File: src/rtl/hwg_pkg.sv
package hwg_pkg;

  // run phases of the weight generator
  typedef enum logic [2:0] {
    PH_IDLE   = 3'd0,
    PH_RD     = 3'd1,
    PH_LOAD   = 3'd2,
    PH_DIV    = 3'd3,
    PH_SQRT   = 3'd4,
    PH_WR     = 3'd5,
    PH_STREAM = 3'd6
  } phase_t;

  // histogram selector values on hist_sel
  localparam logic SEL_MODEL = 1'b0;
  localparam logic SEL_CAND  = 1'b1;

endpackage

File: src/rtl/hwg_sdp_ram.sv
module hwg_sdp_ram #(
  parameter int DEPTH = 16,
  parameter int DW    = 16,
  localparam int AW   = $clog2(DEPTH)
) (
  input  logic          clk,
  input  logic          we,
  input  logic [AW-1:0] waddr,
  input  logic [DW-1:0] wdata,
  input  logic          re,
  input  logic [AW-1:0] raddr,
  output logic [DW-1:0] rdata
);

  logic [DW-1:0] mem [DEPTH];

  always_ff @(posedge clk) begin
    if (we) mem[waddr] <= wdata;
  end

  // registered read with enable, holds value when re is low
  always_ff @(posedge clk) begin
    if (re) rdata <= mem[raddr];
  end

endmodule

File: src/rtl/hwg_seq_div.sv
module hwg_seq_div #(
  parameter int NUM_W = 32,
  parameter int DEN_W = 16,
  localparam int CW   = $clog2(NUM_W)
) (
  input  logic             clk,
  input  logic             rst,
  input  logic             start,
  input  logic [NUM_W-1:0] num,
  input  logic [DEN_W-1:0] den,
  output logic             done,
  output logic [NUM_W-1:0] quot
);

  logic [DEN_W-1:0] rem_q;
  logic [DEN_W-1:0] den_q;
  logic [CW-1:0]    cnt_q;
  logic             run_q;
  logic [DEN_W:0]   trial;
  logic [DEN_W-1:0] diff;
  logic             ge;

  // restoring step: bring down next numerator bit
  always_comb begin
    trial = {rem_q, quot[NUM_W-1]};
    ge    = (trial >= {1'b0, den_q});
    diff  = trial[DEN_W-1:0] - den_q;
  end

  always_ff @(posedge clk) begin
    if (rst) begin
      run_q <= 1'b0;
      done  <= 1'b0;
      cnt_q <= '0;
    end else begin
      done <= 1'b0;
      if (start) begin
        rem_q <= '0;
        quot  <= num;
        den_q <= den;
        cnt_q <= '0;
        run_q <= 1'b1;
      end else if (run_q) begin
        rem_q <= ge ? diff : trial[DEN_W-1:0];
        quot  <= {quot[NUM_W-2:0], ge};
        cnt_q <= cnt_q + 1'b1;
        if (cnt_q == CW'(NUM_W-1)) begin
          run_q <= 1'b0;
          done  <= 1'b1;
        end
      end
    end
  end

endmodule

File: src/rtl/hwg_seq_isqrt.sv
module hwg_seq_isqrt #(
  parameter int IN_W  = 32,
  localparam int OUT_W = IN_W / 2,
  localparam int CW    = $clog2(OUT_W + 1)
) (
  input  logic             clk,
  input  logic             rst,
  input  logic             start,
  input  logic [IN_W-1:0]  rad,
  output logic             done,
  output logic [OUT_W-1:0] root
);

  logic [IN_W-1:0]  op_q;
  logic [OUT_W+1:0] rem_q;
  logic [CW-1:0]    cnt_q;
  logic             run_q;
  logic [OUT_W+3:0] nxt;
  logic [OUT_W+3:0] trial;
  logic [OUT_W+1:0] diff;
  logic             ge;

  // digit-by-digit: two radicand bits per step, one root bit out
  always_comb begin
    nxt   = {rem_q, op_q[IN_W-1:IN_W-2]};
    trial = {2'b00, root, 2'b01};
    ge    = (nxt >= trial);
    diff  = nxt[OUT_W+1:0] - trial[OUT_W+1:0];
  end

  always_ff @(posedge clk) begin
    if (rst) begin
      run_q <= 1'b0;
      done  <= 1'b0;
      cnt_q <= '0;
    end else begin
      done <= 1'b0;
      if (start) begin
        op_q  <= rad;
        rem_q <= '0;
        root  <= '0;
        cnt_q <= '0;
        run_q <= 1'b1;
      end else if (run_q) begin
        op_q  <= {op_q[IN_W-3:0], 2'b00};
        rem_q <= ge ? diff : nxt[OUT_W+1:0];
        root  <= {root[OUT_W-2:0], ge};
        cnt_q <= cnt_q + 1'b1;
        if (cnt_q == CW'(OUT_W-1)) begin
          run_q <= 1'b0;
          done  <= 1'b1;
        end
      end
    end
  end

endmodule

File: src/rtl/hist_weight_gen.sv
module hist_weight_gen
  import hwg_pkg::*;
#(
  parameter int NUM_BINS = 16,
  parameter int CNT_W    = 16,
  parameter int FRAC_W   = 8,
  parameter int WIN_X    = 8,
  parameter int WIN_Y    = 4,
  localparam int BIN_W   = $clog2(NUM_BINS),
  localparam int DIVN_W  = CNT_W + 2 * FRAC_W,
  localparam int WGT_W   = DIVN_W / 2
) (
  input  logic             clk,
  input  logic             rst,
  input  logic             hist_we,
  input  logic             hist_sel,
  input  logic [BIN_W-1:0] hist_addr,
  input  logic [CNT_W-1:0] hist_data,
  input  logic             start,
  input  logic             pix_valid,
  output logic             pix_ready,
  input  logic [BIN_W-1:0] pix_bin,
  output logic             wt_valid,
  input  logic             wt_ready,
  output logic [WGT_W-1:0] wt_data,
  output logic             wt_last,
  output logic             busy
);

  localparam int PIX_N  = WIN_X * WIN_Y;
  localparam int PIX_CW = $clog2(PIX_N + 1);
  localparam logic [BIN_W-1:0] LAST_BIN = BIN_W'(NUM_BINS - 1);

  phase_t state;
  logic [BIN_W-1:0]  bin_idx;
  logic [WGT_W-1:0]  ratio_r;
  logic [PIX_CW-1:0] in_cnt;
  logic [CNT_W-1:0]  model_q, cand_q;
  logic              model_we, cand_we, hist_re;
  logic              div_start, div_done, sq_start, sq_done;
  logic [DIVN_W-1:0] quot;
  logic [WGT_W-1:0]  sq_root;
  logic              ratio_we;
  logic [WGT_W-1:0]  ratio_rd;
  logic              pix_acc, out_free, s1_adv;
  logic              s1_valid, s1_last;

  assign busy = (state != PH_IDLE);

  // histogram storage, writable only while idle
  assign model_we = hist_we && !busy && (hist_sel == SEL_MODEL);
  assign cand_we  = hist_we && !busy && (hist_sel == SEL_CAND);
  assign hist_re  = (state == PH_RD);

  hwg_sdp_ram #(.DEPTH(NUM_BINS), .DW(CNT_W)) model_ram_i (
    .clk(clk), .we(model_we), .waddr(hist_addr), .wdata(hist_data),
    .re(hist_re), .raddr(bin_idx), .rdata(model_q)
  );

  hwg_sdp_ram #(.DEPTH(NUM_BINS), .DW(CNT_W)) cand_ram_i (
    .clk(clk), .we(cand_we), .waddr(hist_addr), .wdata(hist_data),
    .re(hist_re), .raddr(bin_idx), .rdata(cand_q)
  );

  // per-bin arithmetic: (q << 2F) / p then integer square root
  assign div_start = (state == PH_LOAD) && (cand_q != '0);
  assign sq_start  = (state == PH_DIV) && div_done;

  hwg_seq_div #(.NUM_W(DIVN_W), .DEN_W(CNT_W)) div_i (
    .clk(clk), .rst(rst), .start(div_start),
    .num({model_q, {(2*FRAC_W){1'b0}}}), .den(cand_q),
    .done(div_done), .quot(quot)
  );

  hwg_seq_isqrt #(.IN_W(DIVN_W)) sqrt_i (
    .clk(clk), .rst(rst), .start(sq_start), .rad(quot),
    .done(sq_done), .root(sq_root)
  );

  // phase sequencer
  always_ff @(posedge clk) begin
    if (rst) begin
      state   <= PH_IDLE;
      bin_idx <= '0;
      ratio_r <= '0;
      in_cnt  <= '0;
    end else begin
      case (state)
        PH_IDLE: begin
          if (start) begin
            bin_idx <= '0;
            state   <= PH_RD;
          end
        end
        PH_RD:   state <= PH_LOAD;
        PH_LOAD: begin
          if (cand_q == '0) begin
            ratio_r <= '0;
            state   <= PH_WR;
          end else begin
            state <= PH_DIV;
          end
        end
        PH_DIV:  if (div_done) state <= PH_SQRT;
        PH_SQRT: begin
          if (sq_done) begin
            ratio_r <= sq_root;
            state   <= PH_WR;
          end
        end
        PH_WR: begin
          if (bin_idx == LAST_BIN) begin
            in_cnt <= '0;
            state  <= PH_STREAM;
          end else begin
            bin_idx <= bin_idx + 1'b1;
            state   <= PH_RD;
          end
        end
        PH_STREAM: begin
          if (pix_acc) in_cnt <= in_cnt + 1'b1;
          if (wt_valid && wt_ready && wt_last) state <= PH_IDLE;
        end
        default: state <= PH_IDLE;
      endcase
    end
  end

  // ratio table: written in phase one, looked up per pixel in phase two
  assign ratio_we = (state == PH_WR);

  hwg_sdp_ram #(.DEPTH(NUM_BINS), .DW(WGT_W)) ratio_ram_i (
    .clk(clk), .we(ratio_we), .waddr(bin_idx), .wdata(ratio_r),
    .re(pix_acc), .raddr(pix_bin), .rdata(ratio_rd)
  );

  // two-stage lookup pipeline: table read stage, output register
  assign out_free  = !wt_valid || wt_ready;
  assign s1_adv    = out_free || !s1_valid;
  assign pix_ready = (state == PH_STREAM) && (in_cnt != PIX_CW'(PIX_N)) && s1_adv;
  assign pix_acc   = pix_valid && pix_ready;

  always_ff @(posedge clk) begin
    if (rst) begin
      s1_valid <= 1'b0;
      s1_last  <= 1'b0;
    end else begin
      if (s1_adv) s1_valid <= pix_acc;
      if (pix_acc) s1_last <= (in_cnt == PIX_CW'(PIX_N - 1));
    end
  end

  always_ff @(posedge clk) begin
    if (rst) begin
      wt_valid <= 1'b0;
      wt_last  <= 1'b0;
      wt_data  <= '0;
    end else if (out_free) begin
      wt_valid <= s1_valid;
      wt_last  <= s1_valid && s1_last;
      wt_data  <= ratio_rd;
    end
  end

endmodule

File: config.mk
export PLATFORM = sky130hd
export DESIGN_NAME = hist_weight_gen
export DESIGN_NICKNAME = d
export VERILOG_FILES = /design/src/rtl/hwg_pkg.sv /design/src/rtl/hwg_sdp_ram.sv /design/src/rtl/hwg_seq_div.sv /design/src/rtl/hwg_seq_isqrt.sv /design/src/rtl/hist_weight_gen.sv
export SDC_FILE = /design/constraint.sdc
export NUM_CORES = 1
export LEC_CHECK = 0
export ABC_CLOCK_PERIOD_IN_PS = 5650
export BUFFER_PORTS_ARGS = -buffer_cell sky130_fd_sc_hd__buf_2
export CAP_MARGIN = 25
export CORE_MARGIN = 5
export CORE_UTILIZATION = 50
export CTS_CLUSTER_SIZE = 24
export DETAILED_ROUTE_END_ITERATION = 7
export PLACE_DENSITY = 0.75
export SKIP_LAST_GASP = 1
export SLEW_MARGIN = 20
export SYNTH_ARGS = -nofsm -noshare
export SYNTH_HDL_FRONTEND = slang
export SYNTH_SLANG_ARGS = --single-unit
File: constraint.sdc
create_clock -name clk -period 5.65 [get_ports clk]
set_clock_uncertainty 0.15 [all_clocks]
set_input_delay 0.565 -clock clk [delete_from_list [all_inputs] [get_ports clk]]
set_output_delay 0.565 -clock clk [all_outputs]
set_load 0.005 [all_outputs]
* Word level (Yosys, flattened, before mapping)
Memories as Yosys holds them, arrays and structs flattened. A register that Yosys moved wholly into a read port is not among the register bits.
Index checks and enable logic that the tools add are counted.
** Cells by class
- Add/sub/neg operators :: 6
- Magnitude comparators :: 2
- Eq/ne operators :: 19
- Multiplexer cells :: 39
- Bitwise operators :: 4
- Reduce and logical (&&, ||, !) cells :: 36
** Operators with widths (count)
- 32-bit 2-to-1 mux :: 4
- 16-bit 2-to-1 mux :: 5
- 18-bit 2-to-1 mux :: 2
- 16-bit case mux with 2 select lines :: 1
- 3-bit case mux with 7 select lines :: 1
- 20-bit by 18-bit greater-or-equal comparator with 1-bit output :: 1
- 3-bit 2-to-1 mux :: 6
- 18-bit subtractor :: 1
- 17-bit by 16-bit greater-or-equal comparator with 1-bit output :: 1
- 16-bit logical NOT :: 1
- 16-bit nonzero test :: 1
- 16-bit subtractor :: 1
- 1-bit 2-to-1 mux :: 14
- 6-bit 2-to-1 mux :: 2
- 6-bit case mux with 2 select lines :: 1
- 1-bit logical AND :: 11
- 5-bit by 1-bit adder with 5-bit output, second input constant :: 2
- 2-bit != test, second input constant :: 5
- 2-bit nonzero test :: 5
- 3-bit == test, second input constant :: 3
- 3-bit AND reduction :: 3
- 4-bit 2-to-1 mux :: 2
- 4-bit case mux with 2 select lines :: 1
- 6-bit by 1-bit adder with 6-bit output, second input constant :: 1
- other kinds (18) :: 31
** Word-level totals
- Flip-flop bits (word level) :: 193
- RAM bits :: 768
- Bits of input ports :: 31
- Output and inout port bits :: 20
- Logic and storage cells :: 131
- Memories kept :: 3
** Memories
- cand_ram_i.mem :: words 16, bits a word 16, read ports 1, clocked after memory_dff 1, wr ports 1, line hwg_sdp_ram.sv:15 : logic [DW-1:0] mem [DEPTH];
- model_ram_i.mem :: words 16, bits a word 16, read ports 1, clocked after memory_dff 1, wr ports 1, line hwg_sdp_ram.sv:15
- ratio_ram_i.mem :: words 16, bits a word 16, read ports 1, clocked after memory_dff 1, wr ports 1, line hwg_sdp_ram.sv:15

* Logic depth before layout (Yosys ltp)
Gate-level depths: netlist (run 1).
- Word-level depth :: 7
- Mapped depth :: 11
- Depth with buffers taken out :: 10

* Cells and area by module
From an unflattened synthesis (run 1), not the netlist that was laid out.
** Unflattened totals
- Cell total of the unflattened synthesis :: 2213
- Area, all modules :: 40696.5 sq um
** Modules (own cells, without submodules)
- hwg_sdp_ram (cand_ram_i ...) :: times used 2, cells each 432, area each 10203.5 sq um, sequential area each 8167.8 sq um
- hwg_sdp_ram (model_ram_i) :: times used 1, cells each 432, area each 10202.3 sq um, sequential area each 8167.8 sq um
- hwg_seq_isqrt :: times used 1, cells each 330, area each 3951.3 sq um, sequential area each 2122.0 sq um
- hwg_seq_div :: times used 1, cells each 321, area each 3842.4 sq um, sequential area each 2062.0 sq um
- hist_weight_gen :: times used 1, cells each 266, area each 2293.4 sq um, sequential area each 980.9 sq um

* Least setup slack after synthesis (run 1)
Ideal clock, no wire load.
- Kind :: flip-flop to flip-flop
- Start :: register state[1]
- End :: register sqrt_i.op_q[0] (enable)
- Library setup time :: 0.490 ns
- Arrival time :: 4.165 ns
- Required time :: 5.010 ns
- Slack :: 0.845 ns
- Cell stages (with the launch flop) :: 8
- Path buffers :: 3
- Period minus slack after synthesis :: 4.805 ns
- Cell sequence :: dfxtp_1 buf_2 nor2b_1 and3_1 clkbuf_1 clkbuf_1 nor2_1 nor2_1
** Between the ends
- Cells in the longest elaborated chain, start to end :: 4
** Ends and longest elaborated chain
- start, declared :: line hist_weight_gen.sv:34 : phase_t state;
- start signal, assigned :: line hist_weight_gen.sv:83 : state <= PH_IDLE;
- start signal, assigned :: line hist_weight_gen.sv:92 : state <= PH_RD;
- start signal, assigned :: line hist_weight_gen.sv:95 : PH_RD: state <= PH_LOAD;
- 3-bit by 2-bit == test with 1-bit output :: line hist_weight_gen.sv:67 : assign sq_start = (state == PH_DIV) && div_done;
- 1-bit logical AND :: line hist_weight_gen.sv:67
- 2-bit nonzero test (no line)
- 2-bit AND reduction (no line)
- end signal, assigned :: line hwg_seq_isqrt.sv:39 : op_q <= rad;
- end signal, assigned :: line hwg_seq_isqrt.sv:45 : op_q <= {op_q[IN_W-3:0], 2'b00};
- end, declared :: line hwg_seq_isqrt.sv:14 : logic [IN_W-1:0] op_q;
No other way between the ends.
A chain may end at the register's enable or synchronous reset.

* Worst setup path after layout (run 1)
- Start :: register bin_idx[1]
- End :: register bin_idx[3]
** Between the ends
- Cells in the longest elaborated chain, start to end :: 3
- Elaborated cells between the ends (all ways) :: 6
- Those cells by class :: add/sub: 1; eq/ne: 2; mux: 2; reduce/logical: 1
** Ends and longest elaborated chain
- start, declared :: line hist_weight_gen.sv:35 : logic [BIN_W-1:0] bin_idx;
- start signal, assigned :: line hist_weight_gen.sv:116 : bin_idx <= bin_idx + 1'b1;
- 4-bit by 1-bit adder with 4-bit output / 4-bit == test (equally long branches) :: line hist_weight_gen.sv:116, hist_weight_gen.sv:112
- 4-bit 2-to-1 mux / 2-bit != test (equally long branches)
- 4-bit case mux with 2 select lines / 3-bit AND reduction (equally long branches)
Parallel ways exist; a longest one is shown, timed or not. The select of a mux whose other input is x is not followed.

==> flow_metrics.py, run 1 <==
metrics = {
    "placement": {
        "portBuffers": 50,
        "place_area_mm2": 0.0418,
        "place_hpwl_um": 45600,
        "pre_cts_ws_ps": 2310,
        "gp_congestion": 0.792,
        "placed_cells": 3239,
    },
    "sta": {
        "tightestPinTransition_ps": 1040,
        "finalMaxSlewViolations": 0,
        "timing_hold_violations_final": 0,
        "hold_slack_ps": 209,
        "timing.final.ws_setup_ps": 2370,
        "rsz0062_at_grt": "no",
        "fin_crit_ps": 3280,
        "max_slew_margin": 0.304,
        "setup_viol": 0,
        "post-route-period-util": 0.580,
        "tns_ps": 0,
        "max_freq_ghz": 0.305,
    },
    "routing": {
        "wirelength_um": 84100,
        "first_iter_violations": 2273,
        "route.detailed.drc": 0,
        "via_count": 20397,
        "firstDrtPassIters": 6,
        "post_drt_wl_per_cell_um": 24.6,
        "via_per_inst": 5.95,
        "ant_nets": 0,
    },
    "yosys": {
        "synth_fa_ha_area_frac": 0.0142,
        "synth_flop_cell": "edfxtp_1",
        "avgSynthCellArea_um2": 18.4,
        "synth_edf_count": 946,
        "synth_mux_area_frac": 0.141,
        "synth_nets": 2261,
        "yosysWarnings": 0,
        "synthCells": 2185,
        "synth-compound-area-share": 0.0243,
        "synthArstFlopShare": 0,
        "synth_top_family_by_area": "multiplexers",
        "synth-simple-area-share": 0.0563,
        "synth_cell_types": 66,
        "synth_xor_xnor_area_share": 0.00830,
        "seq_area_frac_synth": 0.740,
        "synth_area_mm2": 0.0401,
        "ys_ff_latch": 1009,
    },
    "clock_tree": {
        "insertion_delay_ps": 670,
        "root_buffer": "clkbuf_16",
        "h-tree-depth": 3,
        "cts_sinks": 1009,
        "ctsHoldBuffers": 0,
        "cts_made_buffers": 100,
        "cts-resized-gates": 0,
        "path_clk_slew_ps": 60,
        "cts_tree": "built",
        "cts_setup_buffers": 0,
        "clock_path_buffers": 3,
    },
    "floorplan": {
        "die_area_mm2": 0.0860,
        "die_w_um": 293,
        "die_h_um": 293,
        "std_cell_rows": 103,
        "io-pin-count": 51,
        "initial_core_util": 0.506,
        "design.core.area_mm2": 0.0793,
    },
    "worst_setup_path": {
        "worstSetupStartpointType": "flop",
        "worstPathRequired_ps": 6030,
        "worstPathMaxFanout": 58,
        "cp.arrival_ps": 3650,
        "end_kind": "flop",
        "critPathKind": "flop to flop",
    },
    "status": {
        "outcome": "completed",
    },
    "pwr": {
        "power.leakage_nw": 14.8,
        "power_density_mw_per_mm2": 388,
        "vdd_ir_drop_max_mv": 0.325,
    },
    "job": {
        "maxCapViolations": 0,
    },
    "global_route": {
        "gr-total-overflow": 0,
        "grtUsageTotal": 0.194,
        "met1_usage": 0.273,
        "grtUsageMet3": 0.0399,
        "first_global_vias": 20820,
        "antenna_found_initial": 7,
        "busiest_layer": "met2",
        "grt_use_met2": 0.322,
        "grt_max_degree": 109,
        "grt_pass1_wl_um": 127000,
    },
    "layout": {
        "finalNonFillerCells": 3426,
        "fillCellCount": 5737,
        "stdcell_area_mm2": 0.0451,
        "area_growth_pct": 12.4,
        "num-nets-final": 2369,
        "drive_gt1_frac": 0.222,
    },
    "worst_hold_path": {
        "holdCritPathClass": "input pin to flop",
    },
}
-- cells in the final DEF, fill, tap and decap left out, drive strengths merged, types with 3 or more instances in the layout --
cell type / n
a31oi: 5
nand3: 37
nor2b: 8
inv: 52
bufinv: 6
nand4: 12
xnor2: 19
dfxtp: 63
o21ai: 21
nor3: 26
nand2: 247
a21oi: 68
mux4: 240
o21a: 5
clkinv: 34
o21bai: 3
clkbuf: 138
ha: 44
nand2b: 9
o22ai: 9
edfxtp: 946
a21o: 10
nor4: 5
and3: 8
and2: 20
buf: 118
nor2: 131
xor2: 19
mux2i: 22
a211oi: 12
-- per-stage QoR --
stage | utilization | power [mW]
finish | 0.569 | 17.5
global route | 0.569 | 18.2
CTS | 0.568 | 17.6
detailed placement | 0.527 | 11.1
global placement | 0.527 | 11.1
floorplan | - | 10.6
-- path summary, 6_finish.rpt --
path                                 from                 endpoint  slack, ps  cells after the start
hold / removal                  pix_valid   in_cnt[0]$_SDFFE_PP0P_        210                      4
hold reg to reg   wt_data[8]$_SDFFE_PP0P_  wt_data[8]$_SDFFE_PP0P_        300                      2
setup reg to reg  bin_idx[1]$_SDFFE_PP0P_  bin_idx[3]$_SDFFE_PP0P_       2370                      7
setup / recovery  bin_idx[1]$_SDFFE_PP0P_  bin_idx[3]$_SDFFE_PP0P_       2370                      7
-- cells in the mapped netlist, types with 3 or more instances --
master	number	area share
a21oi_1	63	0.0079
mux2i_1	22	0.0055
ha_1	44	0.014
nand2b_1	9	0.0014
a21oi_2	5	0.0011
a211oi_1	10	0.0019
xor2_1	19	0.0041
edfxtp_1	946	0.71
nand2_1	247	0.023
and3_1	8	0.0012
nor3_1	26	0.0032
nand4_1	12	0.0019
mux4_2	240	0.13
o21bai_1	3	0.00056
buf_1	16	0.0015
nor4_1	5	0.00078
buf_2	22	0.0027
o22ai_1	9	0.0014
dfxtp_1	63	0.031
a31oi_1	5	0.00078
inv_1	48	0.0045
o21a_1	5	0.00094
nand3_1	37	0.0046
xnor2_1	19	0.0041
clkbuf_1	69	0.0065
nor2_1	130	0.012
buf_6	4	0.0011
o21ai_0	19	0.0024
and2_1	20	0.0031
a21o_1	10	0.0019
nor2b_1	7	0.0011
-- metal layers --
metal / part of all wire / vias to the layer above
met1: 0.40 / 10571
met3: 0.084 / 122
met4: 0.016 / 6
met2: 0.50 / 891
li1: - / 8807
met5: 0.00049 / -
-- critical path, cell delays in order (launching register included) --
cell and delay (ps):
dfxtp_4 910, ha_1 370, nand4_1 420, inv_2 710, nor2_1 190, nand4_1 160
xor2_1 170, nor2_1 70
-- area by class of cell --
type                    instances  area, µm²  area share
clock inverters                45        508      0.0113
diodes                          2       5.00    0.000111
multi-input cells            1015       9820       0.218
flip-flops and latches       1009      29700       0.658
well taps                    1050       1310      0.0291
repair buffers                118        816      0.0181
clock buffers                 138       2770      0.0613
inverters                      49        184     0.00408
-- report_power, final --
part	leakage (nW)	total (mW)	switching [mW]	internal, mW
clock	1.59	6.50	2.78	3.72
sequential	9.12	8.83	0.238	8.59
combinational	4.11	2.17	1.20	0.969
-- flip-flops by register name, indices dropped and copies added (netlist names), 16 cells and up --
name and count:
ratio_r 16, div_i.rem_q 16, sqrt_i.root 16, wt_data 16, sqrt_i.rem_q 18, ratio_ram_i.mem 256
cand_ram_i.rdata 16, model_ram_i.mem 256, div_i.quot 32, ratio_ram_i.rdata 16, cand_ram_i.mem 256, div_i.den_q 16
model_ram_i.rdata 16, sqrt_i.op_q 32
-- cell families (layout without fill, tap and decap cells) --
kind of cell | count (synthesis) | after routing
compound gates | 151 | 151
xor+xnor | 38 | 38
fa+ha+maj | 45 | 45
buf+inv | 161 | 350
flops | 1009 | 1009
mux | 263 | 263
other cells | 0 | 2
simple gates | 518 | 518
(Power assumes the default switching activity.)
==> run 2, diff against run 1 <==
--- a/config.mk
+++ b/config.mk
@@ -5,14 +5,14 @@
 export SDC_FILE = /design/constraint.sdc
 export NUM_CORES = 1
 export LEC_CHECK = 0
-export ABC_CLOCK_PERIOD_IN_PS = 5650
+export ABC_CLOCK_PERIOD_IN_PS = 2700
 export BUFFER_PORTS_ARGS = -buffer_cell sky130_fd_sc_hd__buf_2
 export CAP_MARGIN = 25
 export CORE_MARGIN = 5
 export CORE_UTILIZATION = 50
 export CTS_CLUSTER_SIZE = 24
 export DETAILED_ROUTE_END_ITERATION = 7
-export PLACE_DENSITY = 0.75
+export PLACE_DENSITY = 0.77
 export SKIP_LAST_GASP = 1
 export SLEW_MARGIN = 20
 export SYNTH_ARGS = -nofsm -noshare
==> constraint.sdc (replaced) <==
create_clock -name clk -period 2.7 [get_ports clk]
set_clock_uncertainty 0.15 [all_clocks]
set_input_delay 0.27 -clock clk [delete_from_list [all_inputs] [get_ports clk]]
set_output_delay 0.27 -clock clk [all_outputs]
set_load 0.005 [all_outputs]
==> run 2 against run 1 <==
Effect of this change: count of clock-buffer cells in the layout is 21 lower; die area stayed put; clock power rose by 120%; via count grew 2.2%; wire length up 3.8%; maximum frequency is 23% higher; critical path type unchanged; critical endpoint is now sqrt_i.rem_q[5]$_SDFFCE_PP0P_; largest power group unchanged.
==> flow_metrics.py, run 2 (same netlist as run 1, synthesis figures left out) <==
metrics = {
    "status": {
        "outcome": "completed",
    },
    "sta": {
        "rsz0062_at_grt": "yes",
        "setup_viol": 0,
        "timing_hold_violations_final": 0,
        "fin_crit_ps": 2660,
        "tns_ps": 0,
        "max_slew_margin": 0.463,
        "finalMaxSlewViolations": 0,
        "tightestPinTransition_ps": 802,
        "post-route-period-util": 0.986,
        "max_freq_ghz": 0.376,
    },
    "worst_hold_path": {
        "holdCritPathClass": "input pin to flop",
    },
    "global_route": {
        "antenna_found_initial": 2,
        "first_global_vias": 21329,
        "grt_max_degree": 67,
        "gr-total-overflow": 0,
        "grt_pass1_wl_um": 131000,
        "grtUsageTotal": 0.202,
    },
    "routing": {
        "wirelength_um": 87300,
        "ant_nets": 0,
        "firstDrtPassIters": 6,
        "first_iter_violations": 2081,
        "route.detailed.drc": 0,
        "via_per_inst": 5.96,
        "post_drt_wl_per_cell_um": 25.0,
        "via_count": 20845,
    },
    "layout": {
        "fin_util": 0.588,
        "mostFrequentLayoutCell": "edfxtp_1",
        "fillCellCount": 5497,
        "drive_gt1_frac": 0.254,
        "final_cell_mix": "946 x edfxtp_1, 246 x nand2_1, 240 x mux4_2",
        "num-nets-final": 2441,
        "area_growth_pct": 16.2,
        "reg_top3": "cand_ram_i.mem (256), model_ram_i.mem (256), ratio_ram_i.mem (256)",
    },
    "clock_tree": {
        "cts_sinks": 1009,
        "clock_path_buffers": 3,
        "path_clk_slew_ps": 70,
        "cts_tree": "built",
        "h-tree-depth": 3,
        "insertion_delay_ps": 680,
        "cts_made_buffers": 99,
        "root_buffer": "clkbuf_16",
    },
    "worst_setup_path": {
        "worstSetupStartpointType": "flop",
        "cp_num_buf_inv": 1,
        "cp.arrival_ps": 2880,
        "r2r_slack_ps": 40,
        "worstPathRequired_ps": 2920,
        "crit_family": "simple AND/OR/NAND/NOR gates",
        "end_kind": "flop",
        "slowest_delay_ps": 460,
        "slowest_stage": "edfxtp_1",
        "worstPathMaxFanout": 7,
        "critPathKind": "flop to flop",
        "crit_chain": "ha_4 -> nor2b_4 -> o31a_1 -> o211ai_1 -> and4bb_2 -> nor2_4 -> clkbuf_16 -> mux2i_1 -> nor2_1",
    },
    "job": {
        "maxCapViolations": 0,
    },
    "pwr": {
        "vdd_ir_drop_max_mv": 0.813,
        "power.total_mw": 37.8,
        "power_density_mw_per_mm2": 811,
        "power.leakage_nw": 15.4,
    },
    "placement": {
        "portBuffers": 50,
        "place_hpwl_um": 49400,
        "gp_congestion": 0.800,
    },
    "floorplan": {
        "die_h_um": 293,
        "die_w_um": 293,
        "std_cell_rows": 103,
        "io-pin-count": 51,
        "initial_core_util": 0.506,
        "design.core.area_mm2": 0.0793,
        "die_area_mm2": 0.0860,
    },
}
==> run 2: cell count changes in the layout (fill, tap and decap cells not counted), sizes merged <==
cell and delta:
clkinv +10, dlygate4sd3 +20, clkbuf -19, diode -1
inv +1, clkinvlp +4, bufinv +7, buf +51
==> run 2: final timing paths <==
check,start,to,cells past startpoint
min,hist_addr[1],cand_ram_i.mem[11][11]$_DFFE_PP_,4
max,sqrt_i.rem_q[0]$_SDFFCE_PP0P_,sqrt_i.rem_q[5]$_SDFFCE_PP0P_,9
min reg2reg,cand_ram_i.rdata[2]$_DFFE_PN_,div_i.den_q[2]$_DFFE_PP_,0
max reg2reg,sqrt_i.rem_q[0]$_SDFFCE_PP0P_,sqrt_i.rem_q[5]$_SDFFCE_PP0P_,9
==> run 2: what timing repair did <==
action	4_1_cts	5_1_grt
hold buffers	20	0
setup buffers	0	7
endpoints found under the setup margin	15	32
cloned	0	2
resized for setup	4	27
hold endpoints to repair	538	0
pin swaps	3	8
==> run 2: cell type report <==
cell class                      count  area (µm²)  area share
Multi-Input combinational cell   1015        9950       0.214
Tap cell                         1050        1310      0.0282
Sequential cell                  1009       29700       0.637
Timing Repair Buffer              191        2060      0.0443
Clock buffer                      117        2590      0.0557
Inverter                           49         184     0.00395
Antenna cell                        1        2.50   0.0000537
Clock inverter                     67         813      0.0175
==> run 2: power by group <==
| group | internal, mW | switching, mW | leakage, nW |
|---|---|---|---|
| sequential | 18.0 | 0.391 | 9.12 |
| combinational | 2.49 | 2.79 | 4.63 |
| clock | 8.20 | 5.97 | 1.65 |
==> run 2: stage by stage <==
| step | hold slack [ps] | area, µm² | worst slack (ps) | cells |
|---|---|---|---|---|
| 4_1_cts | 102 | 46400 | 10.9 | 3489 |
| 3_5_place_dp | 290 | 42800 | -51.3 | 3285 |
| 6_report | 130 | 46600 | 37.2 | 3499 |
| 3_3_place_gp | 282 | 42800 | 34.3 | 3285 |
| 5_1_grt | 137 | 46600 | -97.4 | 3499 |
| 2_1_floorplan | 219 | 40100 | -220 | 2185 |
==> run 2: layer usage <==
layer  global-route usage  up-vias  wire (µm)
li1                     -     8989          -
met3               0.0425      181       6920
met2                0.341      939      44900
met1                0.268    10734      33100
met5                    0        -         13
met4               0.0596        2       2420
==> run 2: worst reg2reg max path, cell delays in order (launching register included) <==
cell and delay [ps]:
edfxtp_1 460, ha_4 340, nor2b_4 190, o31a_1 230, o211ai_1 130, and4bb_2 290
nor2_4 170, clkbuf_16 190, mux2i_1 190, nor2_1 50
